`config.mk`:
```
export PLATFORM = sky130hd
export DESIGN_NAME = spi_target_core
export DESIGN_NICKNAME = d
export VERILOG_FILES = /design/src/rtl/spi_tgt_pkg.sv /design/src/rtl/spi_tgt_sync.sv /design/src/rtl/spi_tgt_engine.sv /design/src/rtl/spi_tgt_regs.sv /design/src/rtl/spi_target_core.sv
export SDC_FILE = /design/constraint.sdc
export NUM_CORES = 1
export LEC_CHECK = 0
export BUFFER_PORTS_ARGS = -buffer_cell sky130_fd_sc_hd__buf_4
export CORE_ASPECT_RATIO = 0.8
export CORE_MARGIN = 2
export CORE_UTILIZATION = 60
export DETAILED_ROUTE_END_ITERATION = 12
export PLACE_DENSITY = 0.88
export SYNTH_ARGS = -nofsm -noshare
export SYNTH_HDL_FRONTEND = slang
export SYNTH_SLANG_ARGS = --single-unit
```
`constraint.sdc`:
```
create_clock -name clk -period 3.35 [get_ports clk]
set_input_delay 0.67 -clock clk [delete_from_list [all_inputs] [get_ports clk]]
set_output_delay 0.67 -clock clk [all_outputs]
set_load 0.01 [all_outputs]
```
`src/rtl/spi_tgt_pkg.sv`:
```
package spi_tgt_pkg;

  typedef enum logic [1:0] {
    REG_DATA = 2'd0,
    REG_CTRL = 2'd1,
    REG_STAT = 2'd2
  } reg_sel_e;

  typedef struct packed {
    logic sel;
    logic sel_start;
    logic sel_end;
    logic sck_rise;
    logic sck_fall;
    logic mosi;
  } bus_evt_t;

endpackage

```
`src/rtl/spi_tgt_sync.sv`:
```
module spi_tgt_sync
  import spi_tgt_pkg::*;
#(
  parameter int STAGES = 2
) (
  input  logic     clk,
  input  logic     rst_n,
  input  logic     sck_i,
  input  logic     mosi_i,
  input  logic     ss_n_i,
  output bus_evt_t evt
);

  localparam int NSIG = 3;
  localparam int IDX_SEL = 0;
  localparam int IDX_MOSI = 1;
  localparam int IDX_SCK = 2;

  logic [NSIG-1:0] raw;
  logic [STAGES-1:0][NSIG-1:0] stg;
  logic [NSIG-1:0] cur;
  logic [NSIG-1:0] last;

  assign raw = {sck_i, mosi_i, ~ss_n_i};
  assign cur = stg[STAGES-1];

  always_ff @(posedge clk or negedge rst_n) begin
    if (!rst_n) begin
      stg  <= '0;
      last <= '0;
    end else begin
      stg[0] <= raw;
      for (int i = 1; i < STAGES; i++) begin
        stg[i] <= stg[i-1];
      end
      last <= cur;
    end
  end

  always_comb begin
    evt.sel       = cur[IDX_SEL];
    evt.sel_start = cur[IDX_SEL] & ~last[IDX_SEL];
    evt.sel_end   = ~cur[IDX_SEL] & last[IDX_SEL];
    evt.sck_rise  = cur[IDX_SCK] & ~last[IDX_SCK];
    evt.sck_fall  = ~cur[IDX_SCK] & last[IDX_SCK];
    evt.mosi      = cur[IDX_MOSI];
  end

endmodule

```
`src/rtl/spi_tgt_engine.sv`:
```
module spi_tgt_engine
  import spi_tgt_pkg::*;
#(
  parameter int DATA_W = 8,
  parameter int CNT_W  = $clog2(DATA_W)
) (
  input  logic              clk,
  input  logic              rst_n,
  input  bus_evt_t          evt,
  input  logic              cpha,
  input  logic [DATA_W-1:0] pend_data,
  output logic              miso,
  output logic              byte_done,
  output logic [DATA_W-1:0] rx_byte,
  output logic              sample_evt,
  output logic              launch_evt,
  output logic              load_evt,
  output logic [CNT_W-1:0]  bit_cnt
);

  localparam logic [CNT_W-1:0] LAST_BIT = CNT_W'(DATA_W - 1);

  function automatic logic [DATA_W-1:0] shift_in(input logic [DATA_W-1:0] v, input logic b);
    return {v[DATA_W-2:0], b};
  endfunction

  function automatic logic [CNT_W-1:0] next_count(input logic [CNT_W-1:0] c);
    return (c == LAST_BIT) ? '0 : c + 1'b1;
  endfunction

  logic [DATA_W-1:0] rx_shift;
  logic [DATA_W-1:0] tx_shift;
  logic              at_boundary;
  logic              shift_evt;

  assign sample_evt  = evt.sel & (cpha ? evt.sck_fall : evt.sck_rise);
  assign launch_evt  = evt.sel & (cpha ? evt.sck_rise : evt.sck_fall);
  assign at_boundary = (bit_cnt == '0);
  assign load_evt    = (evt.sel_start & ~cpha) | (launch_evt & at_boundary);
  assign shift_evt   = launch_evt & ~at_boundary;
  assign byte_done   = sample_evt & (bit_cnt == LAST_BIT);
  assign miso        = evt.sel & tx_shift[DATA_W-1];

  always_ff @(posedge clk or negedge rst_n) begin
    if (!rst_n) begin
      bit_cnt <= '0;
    end else if (evt.sel_start || evt.sel_end) begin
      bit_cnt <= '0;
    end else if (sample_evt) begin
      bit_cnt <= next_count(bit_cnt);
    end
  end

  always_ff @(posedge clk or negedge rst_n) begin
    if (!rst_n) begin
      rx_shift <= '0;
      rx_byte  <= '0;
    end else if (sample_evt) begin
      rx_shift <= shift_in(rx_shift, evt.mosi);
      if (byte_done) begin
        rx_byte <= shift_in(rx_shift, evt.mosi);
      end
    end
  end

  always_ff @(posedge clk or negedge rst_n) begin
    if (!rst_n) begin
      tx_shift <= '0;
    end else if (load_evt) begin
      tx_shift <= pend_data;
    end else if (shift_evt) begin
      tx_shift <= shift_in(tx_shift, 1'b0);
    end
  end

endmodule

```
`src/rtl/spi_tgt_regs.sv`:
```
module spi_tgt_regs
  import spi_tgt_pkg::*;
#(
  parameter int DATA_W = 8
) (
  input  logic              clk,
  input  logic              rst_n,
  input  logic              reg_wr,
  input  logic              reg_rd,
  input  logic [1:0]        reg_addr,
  input  logic [DATA_W-1:0] reg_wdata,
  output logic [DATA_W-1:0] reg_rdata,
  input  logic              byte_done,
  input  logic [DATA_W-1:0] rx_byte,
  output logic              cpha,
  output logic [DATA_W-1:0] pend_data,
  output logic              done_flag,
  output logic              clear_evt
);

  logic arm;
  logic sel_data;
  logic sel_ctrl;
  logic sel_stat;

  assign sel_data  = (reg_addr == REG_DATA);
  assign sel_ctrl  = (reg_addr == REG_CTRL);
  assign sel_stat  = (reg_addr == REG_STAT);
  assign clear_evt = reg_rd & sel_data & arm;

  always_ff @(posedge clk or negedge rst_n) begin
    if (!rst_n) begin
      pend_data <= '0;
      cpha      <= 1'b0;
    end else if (reg_wr) begin
      if (sel_data) pend_data <= reg_wdata;
      if (sel_ctrl) cpha      <= reg_wdata[0];
    end
  end

  always_ff @(posedge clk or negedge rst_n) begin
    if (!rst_n) begin
      done_flag <= 1'b0;
      arm       <= 1'b0;
    end else begin
      if (byte_done)      done_flag <= 1'b1;
      else if (clear_evt) done_flag <= 1'b0;
      if (clear_evt)                           arm <= 1'b0;
      else if (reg_rd && sel_stat && done_flag) arm <= 1'b1;
    end
  end

  always_comb begin
    reg_rdata = '0;
    if (sel_data)      reg_rdata = rx_byte;
    else if (sel_ctrl) reg_rdata[0] = cpha;
    else if (sel_stat) reg_rdata[0] = done_flag;
  end

endmodule

```
`src/rtl/spi_target_core.sv`:
```
module spi_target_core
  import spi_tgt_pkg::*;
#(
  parameter int DATA_W      = 8,
  parameter int SYNC_STAGES = 2
) (
  input  logic              clk,
  input  logic              rst_n,
  input  logic              sck_i,
  input  logic              mosi_i,
  input  logic              ss_n_i,
  output logic              miso_o,
  input  logic              reg_wr_i,
  input  logic              reg_rd_i,
  input  logic [1:0]        reg_addr_i,
  input  logic [DATA_W-1:0] reg_wdata_i,
  output logic [DATA_W-1:0] reg_rdata_o
);

  localparam int CNT_W = $clog2(DATA_W);

  bus_evt_t          bus_evt;
  logic              cpha;
  logic [DATA_W-1:0] pend_data;
  logic [DATA_W-1:0] rx_byte;
  logic              byte_done;
  logic              done_flag;
  logic              clear_evt;
  logic              sample_evt;
  logic              launch_evt;
  logic              load_evt;
  logic [CNT_W-1:0]  bit_cnt;
  logic              sel_act;
  logic              sel_end;

  assign sel_act = bus_evt.sel;
  assign sel_end = bus_evt.sel_end;

  spi_tgt_sync #(.STAGES(SYNC_STAGES)) sync_i (
    .clk    (clk),
    .rst_n  (rst_n),
    .sck_i  (sck_i),
    .mosi_i (mosi_i),
    .ss_n_i (ss_n_i),
    .evt    (bus_evt)
  );

  spi_tgt_engine #(.DATA_W(DATA_W), .CNT_W(CNT_W)) engine_i (
    .clk        (clk),
    .rst_n      (rst_n),
    .evt        (bus_evt),
    .cpha       (cpha),
    .pend_data  (pend_data),
    .miso       (miso_o),
    .byte_done  (byte_done),
    .rx_byte    (rx_byte),
    .sample_evt (sample_evt),
    .launch_evt (launch_evt),
    .load_evt   (load_evt),
    .bit_cnt    (bit_cnt)
  );

  spi_tgt_regs #(.DATA_W(DATA_W)) regs_i (
    .clk       (clk),
    .rst_n     (rst_n),
    .reg_wr    (reg_wr_i),
    .reg_rd    (reg_rd_i),
    .reg_addr  (reg_addr_i),
    .reg_wdata (reg_wdata_i),
    .reg_rdata (reg_rdata_o),
    .byte_done (byte_done),
    .rx_byte   (rx_byte),
    .cpha      (cpha),
    .pend_data (pend_data),
    .done_flag (done_flag),
    .clear_evt (clear_evt)
  );

endmodule

```
Yosys cells after proc, flatten, opt, wreduce, memory -nomap -nowiden
Index checks and enable logic that the tools add are counted.

operators by class
  mux-type cells = 15
  $add $sub $neg = 1
  eq/ne operators = 3
  reduce and logical (&&, ||, !) cells = 12
  bitwise gates (word level) = 21

operators by type and width
  cell                                                  count
  2-to-1 mux 8 bit                                      2
  AND 1 bit                                             13
  2-to-1 mux 1 bit                                      9
  2-to-1 mux 3 bit                                      3
  nonzero test 2 bit                                    4
  2-to-1 mux 7 bit                                      1
  NOT 1 bit                                             7
  AND reduction 2 bit                                   3
  adder 3 x 1 -> 3 bit (second input constant)          1
  equality test 3 bit (second input constant)           1
  zero test 3 bit                                       1
  equality test 2 x 1 -> 1 bit (second input constant)  1
  equality test 2 bit (second input constant)           1
  logical AND 1 bit                                     2
  zero test 2 bit                                       1
  logical OR 1 bit                                      1
  bitwise OR 1 bit                                      1

word-level totals
  output and inout port bits = 9
  logic and storage cells = 63
  flip-flop bits (word level) = 46
  input bits = 17

Depth between registers and ports, before layout
  depth in word-level cells = 7
  depth in mapped cells = 6
  gate-level depth less buffers = 5

Hierarchy
From an unflattened synthesis, not the netlist that was laid out.

second synthesis, totals
  cell total of the unflattened synthesis = 163
  area total of the unflattened synthesis = 2037.0 um^2

modules (own cells, without submodules)
  module          area an instance (um^2)  cells each  seq. area each (um^2)  instances
  spi_tgt_engine  1263.7                   109         650.6                  1
  spi_tgt_regs    519.2                    39          275.3                  1
  spi_tgt_sync    254.0                    15          200.2                  1

Least setup slack after synthesis
OpenSTA, ideal clock, no wires.

  kind = input to output
  start = input port reg_addr_i[0]
  end = output port reg_rdata_o[1]
  cell stages on the path = 2
  required time = 2680 ps
  buffers on the path = 0
  data arrival time = 1123 ps
  path slack = 1557 ps
  path through = nor2_1 > and2_1

on the way
  word-level cells in the longest chain between the ends = 2

ends and longest elaborated chain
  element           line                   RTL
  from (decl)       spi_target_core.sv:15  input logic [1:0] reg_addr_i,
  zero test 2 bit   spi_tgt_regs.sv:26     assign sel_data = (reg_addr == REG_DATA);
  2-to-1 mux 7 bit  spi_tgt_regs.sv:55     if (sel_data) reg_rdata = rx_byte;
  to (decl)         spi_target_core.sv:17  output logic [DATA_W-1:0] reg_rdata_o

Every way passes these cells.

Worst setup path in the final report
  start = input port reg_addr_i[0]
  end = output port reg_rdata_o[2]

Same word-level chain as after synthesis.

==> qor.txt <==
Status: completed
Final Cycle Share: 64.41%
IO Pins: 26
Net Count, Synth: 178
Worst r2r path cells: 4
Rows: 18
DRT Wirelength: 3551 um
# port buffers: 25
Layout cells sized above 1: 31.52%
Post-layout util: 72.62%
Worst slew margin: 39.91%
Post-CTS setup buffer count: 0
Worst-path cell chain: buf_4, nor2_1, and2_1, buf_4
Synthesis warning total: 0
Cts hold-fix bufs: 0
Critical Path Sink Type: output pin
Worst Skew: 0.005463 ns
Fmax: 0.4634 GHz
CP Class: input pin to output pin
Mean Syn Cell Area: 12.54 um2
Seq pwr share: 57.9%
GRT Util Overall: 22.65%
Synth-to-Final Area Change: 14.69%
Initial DRT Pass Iterations: 4
Largest fanout on the critical path: 9
Critical Path AT: 1.49 ns
Fin cells: 224
Sw Ratio: 26.98%
Combinational fraction of design power: 17.3%
WHS: 0.3532 ns
Number of global-route vias before repair: 1368
Fill count: 219
Min Tclk post-route: 2.158 ns
Slew @ Worst Pin: 0.8994 ns
Post-DR wirelength/cell: 15.85 um
First-pass GRT wire length: 6237 um
Vias: 1319
EDFF count, synth: 0
Clock Path Buffers: 2
Final nets: 206
Final-report setup violation count: 0
Worst-Skew Late Latency: 0.30 ns
RSZ-0062 raised after global routing: no
Largest net degree at the start of global routing: 46
Flops & latches, synth: 45
P_leak: 1.050 nW
P_int: 900.7 uW
N_diodes: 0
DRT iter0 DRCs: 82
Total gr overflow: 0
Initial antenna violation count: 0
Power per Cell Area: 546.5 nW/um2
Post-DP HPWL: 2566 um
DP Cell Count: 218
Hold Crit Class: register to register
Max-slew violations: 0
Post-route ant nets: 0
Final TNS setup: 0 ns
DIE HEIGHT: 55.23 um
Clk pwr share: 24.8%
Crit path max-delay cell type: nor2_1
H-tree lvl count: 2
CTS buffer count: 5
DR vias/cell: 5.888
Final hold vios: 0
PostCTS Resize Cnt: 0
MaxCap Viol Count: 0
Hold Path Depth: 0
# DRC: 0
CTS clk-pin slew, worst paths: 0.07 ns
Die Wd: 68.04 um
Yosys cell types: 27
CP most frequent cell: buf_4
Routability Congestion: 0.7957
Peak supply drop: 379.0 uV
Post-synthesis cell count: 157
Core area: 3108 um2
TritonCTS clock tree: done
Max incr delay on CP: 0.37 ns
Die area: 3757 um2
Fraction of registers with async set/reset: 100.0%
Top_reg_cell synth: dfrtp_1
CP top delay family: simple AND/OR/NAND/NOR gates
Sw Pwr: 332.7 uW
Nature of the critical path startpoint: input pin
CTS Sinks: 45
Stages on the worst setup path: 4
Req. time, crit path: 2.68 ns
CTS Root Buffer Type: clkbuf_8
Initial Utilization: 63.33%
Mapped Area: 1968 um2
Worst Path Buf+Inv: 2
Register area share after synthesis: 57.22%
[layout by cell type, fill, tap and decap left out]
cell type,count
buf_4,26
a31oi_1,9
and2_1,9
mux2_2,22
dfrtp_1,45
mux2i_1,5
nor2_1,2
nand3_1,8
a21boi_4,1
and4b_1,1
nor4bb_1,1
clkbuf_8,5
nand3b_1,2
nor4_1,7
a21o_1,1
o21ai_0,9
a21bo_2,1
clkinv_2,1
inv_1,7
nand2_1,8
or3_1,1
or3b_4,1
ha_1,4
nand2b_1,2
mux2_1,2
a21oi_4,1
nor2b_1,3
[per-layer routing]
metal / GRT usage (%) / share of wire, %
met1: 30.39 / 45
met5: 0 / 0
met4: 10.29 / 2.3
met3: 5.703 / 5.9
met2: 34.54 / 47
[through the flow]
stage                     setup WS, ns  power, mW  instance area, um2
after detailed placement         1.172     0.9376                2183
after floorplan                  1.557     0.8575                1968
after global placement           1.265     0.9147                2183
after global routing             1.028      1.299                2257
final                            1.192      1.233                2257
after CTS                        1.173      1.241                2257
[power by group through the flow]
stage	registers, mW	logic, mW	clock network (mW)
finish	0.714	0.213	0.306
global route	0.730	0.239	0.331
CTS	0.714	0.215	0.312
detailed placement	0.723	0.215	0
global placement	0.716	0.199	0
floorplan	0.700	0.157	0
[registers in the layout (all words and copies together), names as in the netlist]
name and cells:
engine_i.rx_byte 8, engine_i.tx_shift 8, regs_i.pend_data 8, engine_i.rx_shift 7, engine_i.bit_cnt 3, sync_i.cur 3, sync_i.stg 3, sync_i.last 2
regs_i.arm 1, regs_i.cpha 1, regs_i.done_flag 1
[logic make-up after synthesis]
kind of cell / synth area share (%)
simple gates: 13.29
flops: 57.22
mux: 16.27
compound gates: 7.820
buf+inv: 2.861
fa+ha+maj: 2.543
[cells in the mapped netlist, drive strengths merged (2+ instances only)]
cell type,count,share of area [%]
dfrtp,45,57
mux2,24,14
a31oi,9,2.9
and2,9,2.9
o21ai,9,2.3
nand2,8,1.5
nand3,8,2.0
inv,7,1.3
nor4,7,2.2
mux2i,5,2.5
buf,4,1.3
ha,4,2.5
nor2b,3,0.95
nand2b,2,0.64
nand3b,2,0.76
nor2,2,0.38
[worst paths after layout]
kind / start / end / slack (ns)
min reg2reg: sync_i.stg[2] / sync_i.cur[2] / 0.35
min in group asynchronous: rst_n / sync_i.stg[1] / 0.36
min: sync_i.stg[2] / sync_i.cur[2] / 0.35
max reg2reg: sync_i.cur[0] / engine_i.tx_shift[0] / 1.25
max: reg_addr_i[0] / reg_rdata_o[2] / 1.19
max in group asynchronous: rst_n / regs_i.pend_data[4] / 2.61
[cell type report]
type,count,area (um2),area share (%)
clock buffer,5,68.82,3.049
clock inverter,1,5.005,0.2217
inverter,7,26.28,1.164
multi-input combinational,100,785.8,34.81
sequential,45,1126,49.89
tap,40,50.05,2.217
timing repair buffer,26,195.2,8.647
No activity file was read; power rests on OpenSTA's default activity.
